===== config.mk =====
export PLATFORM = sky130hd
export DESIGN_NAME = dbg_itr_chain
export DESIGN_NICKNAME = d
export VERILOG_FILES = /design/src/rtl/dbg_itr_pkg.sv /design/src/rtl/itr_shift_chain.sv /design/src/rtl/itr_gate.sv /design/src/rtl/itr_cmpl_flag.sv /design/src/rtl/dbg_itr_chain.sv
export SDC_FILE = /design/constraint.sdc
export NUM_CORES = 1
export LEC_CHECK = 0
export BUFFER_PORTS_ARGS = -buffer_cell sky130_fd_sc_hd__buf_2
export CORE_MARGIN = 3
export CORE_UTILIZATION = 40
export CTS_CLUSTER_DIAMETER = 40
export DETAILED_ROUTE_END_ITERATION = 12
export HOLD_SLACK_MARGIN = 0.02
export SYNTH_ARGS = -nofsm -noshare
export SYNTH_HDL_FRONTEND = slang
export SYNTH_HIERARCHICAL = 1
export SYNTH_SLANG_ARGS = --single-unit
export TNS_END_PERCENT = 30

===== constraint.sdc =====
create_clock -name clk -period 1.7 [get_ports clk]
set_input_delay 0.17 -clock clk [delete_from_list [all_inputs] [get_ports clk]]
set_output_delay 0.17 -clock clk [all_outputs]
set_load 0.03 [all_outputs]

===== src/rtl/dbg_itr_pkg.sv =====
package dbg_itr_pkg;
  localparam int unsigned CHAIN_W = 5;
  localparam int unsigned IR_W    = 4;

  typedef logic [IR_W-1:0]    ir_code_t;
  typedef logic [CHAIN_W-1:0] chain_t;

  localparam ir_code_t IR_EXTEST = 4'h0;
  localparam ir_code_t IR_INTEST = 4'hC;

  localparam chain_t CHAIN_ITR = 5'd4;
  localparam chain_t CHAIN_ALT = 5'd5;
endpackage


===== src/rtl/itr_shift_chain.sv =====
module itr_shift_chain #(
  parameter int unsigned DATA_W = 32
) (
  input  logic              clk,
  input  logic              rst_n,
  input  logic              capture_en,
  input  logic              shift_en,
  input  logic              tdi,
  input  logic [DATA_W-1:0] held_word,
  input  logic              flag,
  output logic [DATA_W-1:0] word_o,
  output logic              lsb_o
);
  localparam int unsigned LEN = DATA_W + 1;

  logic [LEN-1:0] sr;

  always_ff @(posedge clk or negedge rst_n) begin
    if (!rst_n) begin
      sr <= '0;
    end else if (capture_en) begin
      sr <= {held_word, flag};
    end else if (shift_en) begin
      sr <= {tdi, sr[LEN-1:1]};
    end
  end

  assign word_o = sr[LEN-1:1];
  assign lsb_o  = sr[0];
endmodule


===== src/rtl/itr_gate.sv =====
module itr_gate
  import dbg_itr_pkg::*;
(
  input  chain_t   chain_sel,
  input  ir_code_t ir_code,
  input  logic     dbg_state,
  input  logic     exec_en,
  input  logic     abort_sticky,
  input  logic     ready,
  input  logic     update,
  input  logic     rti_entry,
  output logic     load_go,
  output logic     issue_go
);
  logic chain_ok_load, chain_ok_issue, ir_ok_issue;

  always_comb begin
    chain_ok_load  = (chain_sel == CHAIN_ITR);
    chain_ok_issue = (chain_sel == CHAIN_ITR) || (chain_sel == CHAIN_ALT);
    ir_ok_issue    = (ir_code == IR_EXTEST) || (ir_code == IR_INTEST);
    load_go  = update && chain_ok_load && (ir_code == IR_EXTEST) && ready;
    issue_go = rti_entry && dbg_state && exec_en && chain_ok_issue &&
               ir_ok_issue && ready && !abort_sticky;
  end
endmodule


===== src/rtl/itr_cmpl_flag.sv =====
module itr_cmpl_flag (
  input  logic clk,
  input  logic rst_n,
  input  logic issue_go,
  input  logic done,
  output logic flag
);
  always_ff @(posedge clk or negedge rst_n) begin
    if (!rst_n)        flag <= 1'b1;
    else if (issue_go) flag <= 1'b0;
    else if (done)     flag <= 1'b1;
  end
endmodule


===== src/rtl/dbg_itr_chain.sv =====
module dbg_itr_chain
  import dbg_itr_pkg::*;
#(
  parameter int unsigned DATA_W = 32
) (
  input  logic              clk,
  input  logic              rst_n,
  input  logic              capture_dr_i,
  input  logic              shift_dr_i,
  input  logic              update_dr_i,
  input  logic              run_idle_i,
  input  logic              tdi_i,
  input  logic [4:0]        chain_sel_i,
  input  logic [3:0]        ir_code_i,
  input  logic              dbg_state_i,
  input  logic              exec_en_i,
  input  logic              abort_sticky_i,
  input  logic              insn_done_i,
  output logic              tdo_o,
  output logic [DATA_W-1:0] insn_o,
  output logic              issue_o
);
  logic              chain_hit;
  logic              rti_q;
  logic              rti_entry;
  logic              ready_q;
  logic              cmpl_flag;
  logic              load_go;
  logic              issue_go;
  logic [DATA_W-1:0] sr_word;
  logic              sr_lsb;

  assign chain_hit = (chain_sel_i == CHAIN_ITR);
  assign rti_entry = run_idle_i && !rti_q;

  itr_shift_chain #(.DATA_W(DATA_W)) u_chain (
    .clk        (clk),
    .rst_n      (rst_n),
    .capture_en (capture_dr_i && chain_hit),
    .shift_en   (shift_dr_i && chain_hit),
    .tdi        (tdi_i),
    .held_word  (insn_o),
    .flag       (cmpl_flag),
    .word_o     (sr_word),
    .lsb_o      (sr_lsb)
  );

  itr_gate u_gate (
    .chain_sel    (chain_sel_i),
    .ir_code      (ir_code_i),
    .dbg_state    (dbg_state_i),
    .exec_en      (exec_en_i),
    .abort_sticky (abort_sticky_i),
    .ready        (ready_q),
    .update       (update_dr_i),
    .rti_entry    (rti_entry),
    .load_go      (load_go),
    .issue_go     (issue_go)
  );

  itr_cmpl_flag u_flag (
    .clk      (clk),
    .rst_n    (rst_n),
    .issue_go (issue_go),
    .done     (insn_done_i),
    .flag     (cmpl_flag)
  );

  always_ff @(posedge clk or negedge rst_n) begin
    if (!rst_n) begin
      rti_q   <= 1'b0;
      ready_q <= 1'b0;
      insn_o  <= '0;
      issue_o <= 1'b0;
    end else begin
      rti_q   <= run_idle_i;
      issue_o <= issue_go;
      if (capture_dr_i) ready_q <= cmpl_flag;
      if (load_go)      insn_o  <= sr_word;
    end
  end

  assign tdo_o = (shift_dr_i && chain_hit) ? sr_lsb : 1'b0;
endmodule


==> metrics.md, run 1 <==
| Metric | Value |
|---|---|
| Status | `complete, no violations` |
| Flop2flop setup slack | `230 ps` |
| Yosys warning count | `6` |
| Highest ir drop seen on vdd | `0.496 mV` |
| Final routed DRC violation total | `0` |
| Multi-input logic area | `0.00122 mm2` |
| Starting DRT DRC Count | `69` |
| Post-synthesis xor/xnor area fraction | `0.00281` |
| WL final | `5540 um` |
| Area post-placement | `0.00352 mm2` |
| Pre-CTS setup slack | `-18.7 ps` |
| Synth Area in Adders | `0` |
| # setup viols final | `0` |
| CTS root buf | `clkbuf_8` |
| Syn Inst Count | `230` |
| Worst Slack Setup Final | `226 ps` |
| Final instance area | `0.00377 mm2` |
| Die Ht | `94.3 um` |
| Syn Area/Cell | `13.6 um2` |
| Clock power share | `0.464` |
| WP data arrival | `1690 ps` |
| Starting Density | `0.421` |
| Worst Skew | `4.39 ps` |
| RSZ-0062 raised after global routing | `false` |
| Setup TNS | `0 ps` |
| Simple-gate area share of the yosys netlist | `0.0690` |
| Reg-to-reg startpoint | `ready_q` |
| Crit path time final | `1470 ps` |
| Later-pin clock latency in the skew report | `330 ps` |
| Final Cycle Share | `0.867` |
| F_max | `678 MHz` |
| Synthesized flop and latch total | `69` |
| Antenna violations before repair | `0` |
| Nets@finish | `312` |
| Capturing point of the worst reg2reg path | `insn_o[11]` |
| Combinational share of power | `0.032` |
| Post-route ant nets | `0` |
| Hold EP | `u_flag/flag` |
| H-tree depth | `3` |
| PostCTS Resize Cnt | `0` |
| Mux contribution to synthesized area | `0.261` |
| Post-Syn Area | `0.00312 mm2` |
| Fill count | `677` |
| Final hold violation count | `0` |
| Post-DR wirelength/cell | `14.0 um` |
| Final HPWL DP | `3710 um` |
| Num CTS Buffers | `9` |
| Compound-gate portion of the synthesized area | `0.0562` |
| Clock transition at path regs | `70 ps` |
| Total GRT Usage | `0.139` |
| CP required | `1920 ps` |
| Pin count of the biggest net entering global routing | `55` |
| First-pass GRT wire length | `9540 um` |
| First-pass iteration count of the detailed router | `4` |
| Critical Path, Cell by Cell | `nand4bb_1, nor3_2, buf_4, buf_12, mux2_4` |
| CTS max path bufs | `2` |
| Reg2Reg Depth | `5` |
| CP Max Fanout | `12` |
| Clock sink count | `69` |
| Core Area | `0.00741 mm2` |
| P_int | `2.61 mW` |
| HP Start | `insn_done_i` |
| CTS tree | `done` |
| Worst-Margin Slew | `390 ps` |
| Vias in the first global route | `1956` |
| Gpl congestion | `0.697` |
| WS Path Type | `flip-flop to flip-flop` |
| Synth unique cells | `24` |
| Ratio of cells with drive above 1 in the final layout | `0.397` |
| Hold Crit Depth | `2` |
| Combinational family with the most area after synthesis | `multiplexers` |
| Hold Path Class | `input port to flip-flop` |
| Switch Pwr | `0.693 mW` |
| Sw frac | `0.210` |
| Synth Net Count | `250` |
| Register area | `0.00173 mm2` |
| Via/cell ratio | `4.76` |
| Max-cap violations | `0` |
| PwrDens | `875 mW/mm2` |
| Grt total ovfl | `0` |
| Rows | `31` |
| Sequential Power Share | `0.504` |
| P&R area growth vs syn | `21.0%` |
| Die X | `94.3 um` |
| Pleak | `1.77 nW` |
| Fin. max-slew vios | `0` |
| Diode count | `0` |
| IO Count | `54` |
| Endpoint class of the critical path | `flip-flop` |
| Crit path largest cell delay | `350 ps` |
| Slowest CP cell | `dfrtp_1` |
| CP Launch Type | `flip-flop` |
| Slew HR | `0.740` |
| Hold_ws | `59.9 ps` |
| # port buffers | `53` |
| Via count | `1883` |
| Register area share after synthesis | `0.554` |
| Die area | `0.00889 mm2` |
## worst max path at each step
stage                              start  cells past startpoint          to
final                            ready_q                      5  insn_o[11]
after global routing             ready_q                      5  insn_o[30]
after CTS                        ready_q                      5  insn_o[30]
after detailed placement  chain_sel_i[0]                      6  insn_o[16]
after global placement    chain_sel_i[0]                      6  insn_o[18]
after floorplan           chain_sel_i[0]                      5   insn_o[0]
## cell usage in the layout (no fill, tap or decap), drive strengths merged
cell type,instances
clkinv,1
clkbuf,11
bufinv,2
nor4,1
or3,1
dlygate4sd3,2
o21ba,1
dfstp,1
xor2,1
or4b,1
nand4bb,1
inv,1
clkinvlp,1
mux2,33
buf,64
and3,2
nor2b,2
o21ai,33
nand4b,1
nor3,2
dfrtp,68
and4,1
nand2,33
mux2i,33
## worst max-delay path: cells and delay by family, from the launching register on
| kind | cells | cell delay [ps] |
|---|---|---|
| buf+inv | 2 | 360 |
| mux | 1 | 300 |
| flops | 1 | 350 |
| simple gates | 2 | 340 |
## synthesized netlist by cell type
| library cell | instances | area (um2) |
|---|---|---|
| nor4_1 | 1 | 6.26 |
| nand4bb_1 | 1 | 11.3 |
| nand2_1 | 33 | 124 |
| dfrtp_1 | 68 | 1700 |
| clkbuf_1 | 2 | 7.51 |
| o21ai_0 | 3 | 15.0 |
| or4b_1 | 1 | 10.0 |
| mux2i_1 | 33 | 330 |
| dfstp_2 | 1 | 26.3 |
| buf_2 | 4 | 20.0 |
| mux2_4 | 30 | 450 |
| nor2b_1 | 2 | 12.5 |
| o21ba_1 | 1 | 10.0 |
| or3_4 | 1 | 11.3 |
| nor3_1 | 2 | 10.0 |
| and3_1 | 2 | 12.5 |
| mux2_2 | 3 | 33.8 |
| buf_4 | 1 | 7.51 |
| xor2_1 | 1 | 8.76 |
| buf_6 | 2 | 22.5 |
| buf_12 | 6 | 120 |
| and4_1 | 1 | 8.76 |
| o21ai_1 | 30 | 150 |
| nand4b_1 | 1 | 8.76 |
## repair_timing
item                                   in CTS  in global routing
setup buffers                               0                  0
hold buffers                                2                  0
endpoints found under the hold margin      16                  0
## final cells by class
cell class | count | share of cell area
clock buffer | 11 | 0.0401
clock inverter | 5 | 0.0216
multi-input combinational | 146 | 0.324
sequential | 69 | 0.458
tap | 99 | 0.0328
timing repair buffer | 66 | 0.124
## per-layer routing
layer	up-vias	track usage	wire, um
met5	-	0	0
met4	0	0.0722	133
met3	10	0.0264	226
met2	40	0.199	2390
met1	904	0.199	2790
li1	929	-	-
## power groups by stage
| stage | logic, mW | registers (mW) | clock network, mW |
|---|---|---|---|
| after global routing | 0.122 | 1.66 | 1.63 |
| final | 0.106 | 1.66 | 1.53 |
| after CTS | 0.110 | 1.66 | 1.58 |
| after detailed placement | 0.107 | 1.70 | 0 |
| after global placement | 0.105 | 1.70 | 0 |
| after floorplan | 0.0358 | 1.69 | 0 |
## state kept, by name (all words and copies together) (netlist names)
name and count:
u_chain/sr 33, ready_q 1, rti_q 1, u_flag/flag 1
issue_o 1, insn_o 32
## through the flow
stage	cells	power (mW)	util
after detailed placement	378	1.80	0.475
after CTS	396	3.35	0.509
after floorplan	230	1.73	-
after global placement	378	1.80	0.475
final	396	3.30	0.509
after global routing	396	3.42	0.509
## cells by family after synthesis
logic type / count (synthesis)
flip-flops: 69
multiplexers: 66
AND/OR/NAND/NOR: 45
AO/OA/AOI/OAI: 34
buffers and inverters: 15
XOR/XNOR: 1
No activity file was read; power rests on OpenSTA's default activity.
==> inputs of run 2 (changes only) <==
Settings changed: ABC_AREA set to 1.
==> run 2 against run 1 <==
Effect of this change: hold slack got worse by 12 ps; count of clock-buffer cells in the layout unchanged; area after synthesis increased by 2.8%; largest cell class unchanged; critical path depth increased by 1; critical endpoint is now insn_o[31]; critical path type unchanged; largest power group unchanged.
==> metrics.md, run 2 <==
| Metric | Value |
|---|---|
| Status | `complete, no violations (unchanged)` |
| Post-route ant nets | `0 (unchanged)` |
| # setup viols final | `0 (unchanged)` |
| Vias in the first global route | `2256 (was 1956)` |
| Ratio of cells with drive above 1 in the final layout | `0.322 (was 0.397)` |
| Commonest non-fill, non-tap cell in the layout | `nand2_1 (was dfrtp_1)` |
| Register area | `0.00173 mm2 (unchanged)` |
| Post-DR wirelength/cell | `13.8 um (was 14.0 um)` |
| Setup TNS | `0 ps (unchanged)` |
| HP Start | `capture_dr_i (was insn_done_i)` |
| Via/cell ratio | `4.87 (was 4.76)` |
| # port buffers | `53 (unchanged)` |
| CTS tree | `done (unchanged)` |
| Nets@finish | `375 (was 312)` |
| Highest ir drop seen on vdd | `0.382 mV (was 0.496 mV)` |
| Rows | `32 (was 31)` |
| Ys flop type | `dfrtp_1 (unchanged)` |
| Synth Net Count | `321 (was 250)` |
| First-pass GRT wire length | `10700 um (was 9540 um)` |
| Antenna violations before repair | `0 (unchanged)` |
| Starting Density | `0.413 (was 0.421)` |
| Commonest non-fill, non-tap cells in the layout | `nand2_1 (79), dfrtp_1 (68), nand3_1 (63), buf_2 (53), mux2_4 (30) (was dfrtp_1 (68), buf_2 (53), mux2i_1 (33), nand2_1 (33))` |
| Biggest regs | `u_chain/sr x33, insn_o x32 (unchanged)` |
| WP data arrival | `1710 ps (was 1690 ps)` |
| Fill count | `744 (was 677)` |
| Die X | `95.5 um (was 94.3 um)` |
| PostCTS Resize Cnt | `0 (unchanged)` |
| Fin. max-slew vios | `0 (unchanged)` |
| Fin util | `0.481 (was 0.509)` |
| Diode count | `0 (unchanged)` |
| Post-synth top cells | `nand2_1 (79), dfrtp_1 (68), nand3_1 (63) (was dfrtp_1 (68), mux2i_1 (33), nand2_1 (33))` |
| EDFF count, synth | `0 (unchanged)` |
| CP Launch Type | `flip-flop (unchanged)` |
| Final Cycle Share | `0.868 (was 0.867)` |
| Flop2flop setup slack | `220 ps (was 230 ps)` |
| Grt total ovfl | `0 (unchanged)` |
| Pin count of the biggest net entering global routing | `57 (was 55)` |
| Die Ht | `95.5 um (was 94.3 um)` |
| Num CTS Buffers | `9 (unchanged)` |
| Final hold violation count | `0 (unchanged)` |
| WS Path Type | `flip-flop to flip-flop (unchanged)` |
| Die area | `0.00912 mm2 (was 0.00889 mm2)` |
| Synth async-reset ratio | `1.00 (unchanged)` |
| Final HPWL DP | `3980 um (was 3710 um)` |
| Later-pin clock latency in the skew report | `350 ps (was 330 ps)` |
| Capturing point of the worst reg2reg path | `insn_o[31] (was insn_o[11])` |
| Yosys warning count | `6 (unchanged)` |
| Total GRT Usage | `0.153 (was 0.139)` |
| CTS max path bufs | `2 (unchanged)` |
| Post-Syn Area | `0.00321 mm2 (was 0.00312 mm2)` |
| Largest register FFs | `33 (unchanged)` |
| Reg-to-reg startpoint | `ready_q (unchanged)` |
| CP required | `1930 ps (was 1920 ps)` |
| Hold_ws | `47.8 ps (was 59.9 ps)` |
| Clock sink count | `69 (unchanged)` |
| First-pass iteration count of the detailed router | `4 (unchanged)` |
| Pleak | `1.97 nW (was 1.77 nW)` |
| Via count | `2251 (was 1883)` |
| Hold EP | `ready_q (was u_flag/flag)` |
| Clock transition at path regs | `70 ps (about the same)` |
| Final routed DRC violation total | `0 (unchanged)` |
| WL final | `6380 um (was 5540 um)` |
| IO Count | `54 (unchanged)` |
| Register area share after synthesis | `0.539 (was 0.554)` |
| PwrDens | `871 mW/mm2 (was 875 mW/mm2)` |
| Synth unique cells | `17 (was 24)` |
| Gpl congestion | `0.701 (was 0.697)` |
| CP Max Fanout | `32 (was 12)` |
| RSZ-0062 raised after global routing | `false (unchanged)` |
| Slew HR | `0.582 (was 0.740)` |
| Synth area leaders | `dfrtp_1 (53%), mux2_4 (14%), nand3_1 (9.8%) (was dfrtp_1 (55%), mux2_4 (14%), mux2i_1 (11%))` |
| Leading area contributor after synthesis | `dfrtp_1 (unchanged)` |
| Endpoint class of the critical path | `flip-flop (unchanged)` |
| Final instance area | `0.00374 mm2 (was 0.00377 mm2)` |
| Syn Area/Cell | `10.6 um2 (was 13.6 um2)` |
| Multi-input logic area | `0.00123 mm2 (was 0.00122 mm2)` |
| CTS root buf | `clkbuf_8 (unchanged)` |
| Count leader, synth | `nand2_1 (was dfrtp_1)` |
| Worst Skew | `13.5 ps (was 4.39 ps)` |
| F_max | `678 MHz (about the same)` |
| Worst-Margin Slew | `627 ps (was 390 ps)` |
| Hold Crit Depth | `3 (was 2)` |
| Core Area | `0.00777 mm2 (was 0.00741 mm2)` |
| Max-cap violations | `0 (unchanged)` |
| Hold Path Class | `input port to flip-flop (unchanged)` |
| Crit path time final | `1480 ps (was 1470 ps)` |
| H-tree depth | `3 (unchanged)` |
| Post-CTS Setup Bufs | `0 (unchanged)` |
| Starting DRT DRC Count | `114 (was 69)` |
| P&R area growth vs syn | `16.6% (was 21.0%)` |
| Syn Inst Count | `301 (was 230)` |
| Synthesized flop and latch total | `69 (unchanged)` |
| Reg2Reg Depth | `6 (was 5)` |
| Area post-placement | `0.00350 mm2 (was 0.00352 mm2)` |
| Biggest register | `u_chain/sr (unchanged)` |
| Share of the synthesized area in the top cell type | `0.531 (was 0.546)` |
[run 2: cell count changes in the layout (fill, tap and decap cells not counted), sizes merged, moves of 2 or more]
cell | before | now
inv | 1 | 18
nor3 | 2 | 0
nor2b | 2 | 0
and3 | 2 | 0
nor2 | 0 | 16
nand2 | 33 | 79
o21ai | 33 | 0
nand3 | 0 | 68
buf | 64 | 59
mux2i | 33 | 0
[run 2: metrics by stage]
step	total power [mW]	cells	worst slack (ps)
2_1_floorplan	1.74	301	361
3_3_place_gp	1.81	444	254
3_5_place_dp	1.82	444	218
4_1_cts	3.29	462	206
5_1_grt	3.38	462	148
6_report	3.26	462	224
[run 2: how the worst max path moves through the flow]
stage | cells past startpoint | endpoint | slack, ps | from
6_report | 6 | insn_o[31] | 220 | ready_q
5_1_grt | 6 | insn_o[25] | 150 | ready_q
4_1_cts | 6 | insn_o[31] | 210 | ready_q
3_5_place_dp | 6 | insn_o[25] | 220 | ready_q
3_3_place_gp | 6 | insn_o[25] | 250 | ready_q
2_1_floorplan | 7 | insn_o[0] | 360 | ready_q
[run 2: repair_timing]
action	CTS	global route
endpoints found under the hold margin	14	0
hold buffers	2	0
endpoints found under the setup margin	0	0
[run 2: critical path, stage by stage, from the launching register on]
cell     delay, ps
dfrtp_1        340
nand2_1         70
nor2_2         120
inv_1           70
nor2_4         120
buf_12         260
mux2_2         370
[run 2: logic make-up (layout without fill, tap and decap cells)]
family                 after synthesis  count (layout)  share of synthesized area
and+or+nand+nor                    164             164                      0.233
DFF                                 69              69                      0.539
buffers and inverters               36              95                     0.0804
muxes                               32              32                      0.148
[run 2: metal layers]
| metal | vias up | share of wire | global-route usage |
|---|---|---|---|
| met1 | 1097 | 0.48 | 0.198 |
| li1 | 1093 | - | - |
| met5 | - | 0 | 0 |
| met3 | 12 | 0.044 | 0.0418 |
| met2 | 49 | 0.46 | 0.235 |
| met4 | 0 | 0.019 | 0.0782 |
[run 2: layout make-up]
class | instances | area share
flip-flops and latches | 69 | 0.462
multi-input cells | 196 | 0.329
repair buffers | 61 | 0.0984
clock inverters | 5 | 0.0228
clock buffers | 11 | 0.0352
inverters | 18 | 0.0181
well taps | 102 | 0.0341
[run 2: where the power goes]
part	total [mW]	switching (mW)	internal (mW)
Sequential	1.67	0.00992	1.66
Combinational	0.118	0.0760	0.0416
Clock	1.47	0.640	0.832
Total	3.26	0.726	2.53
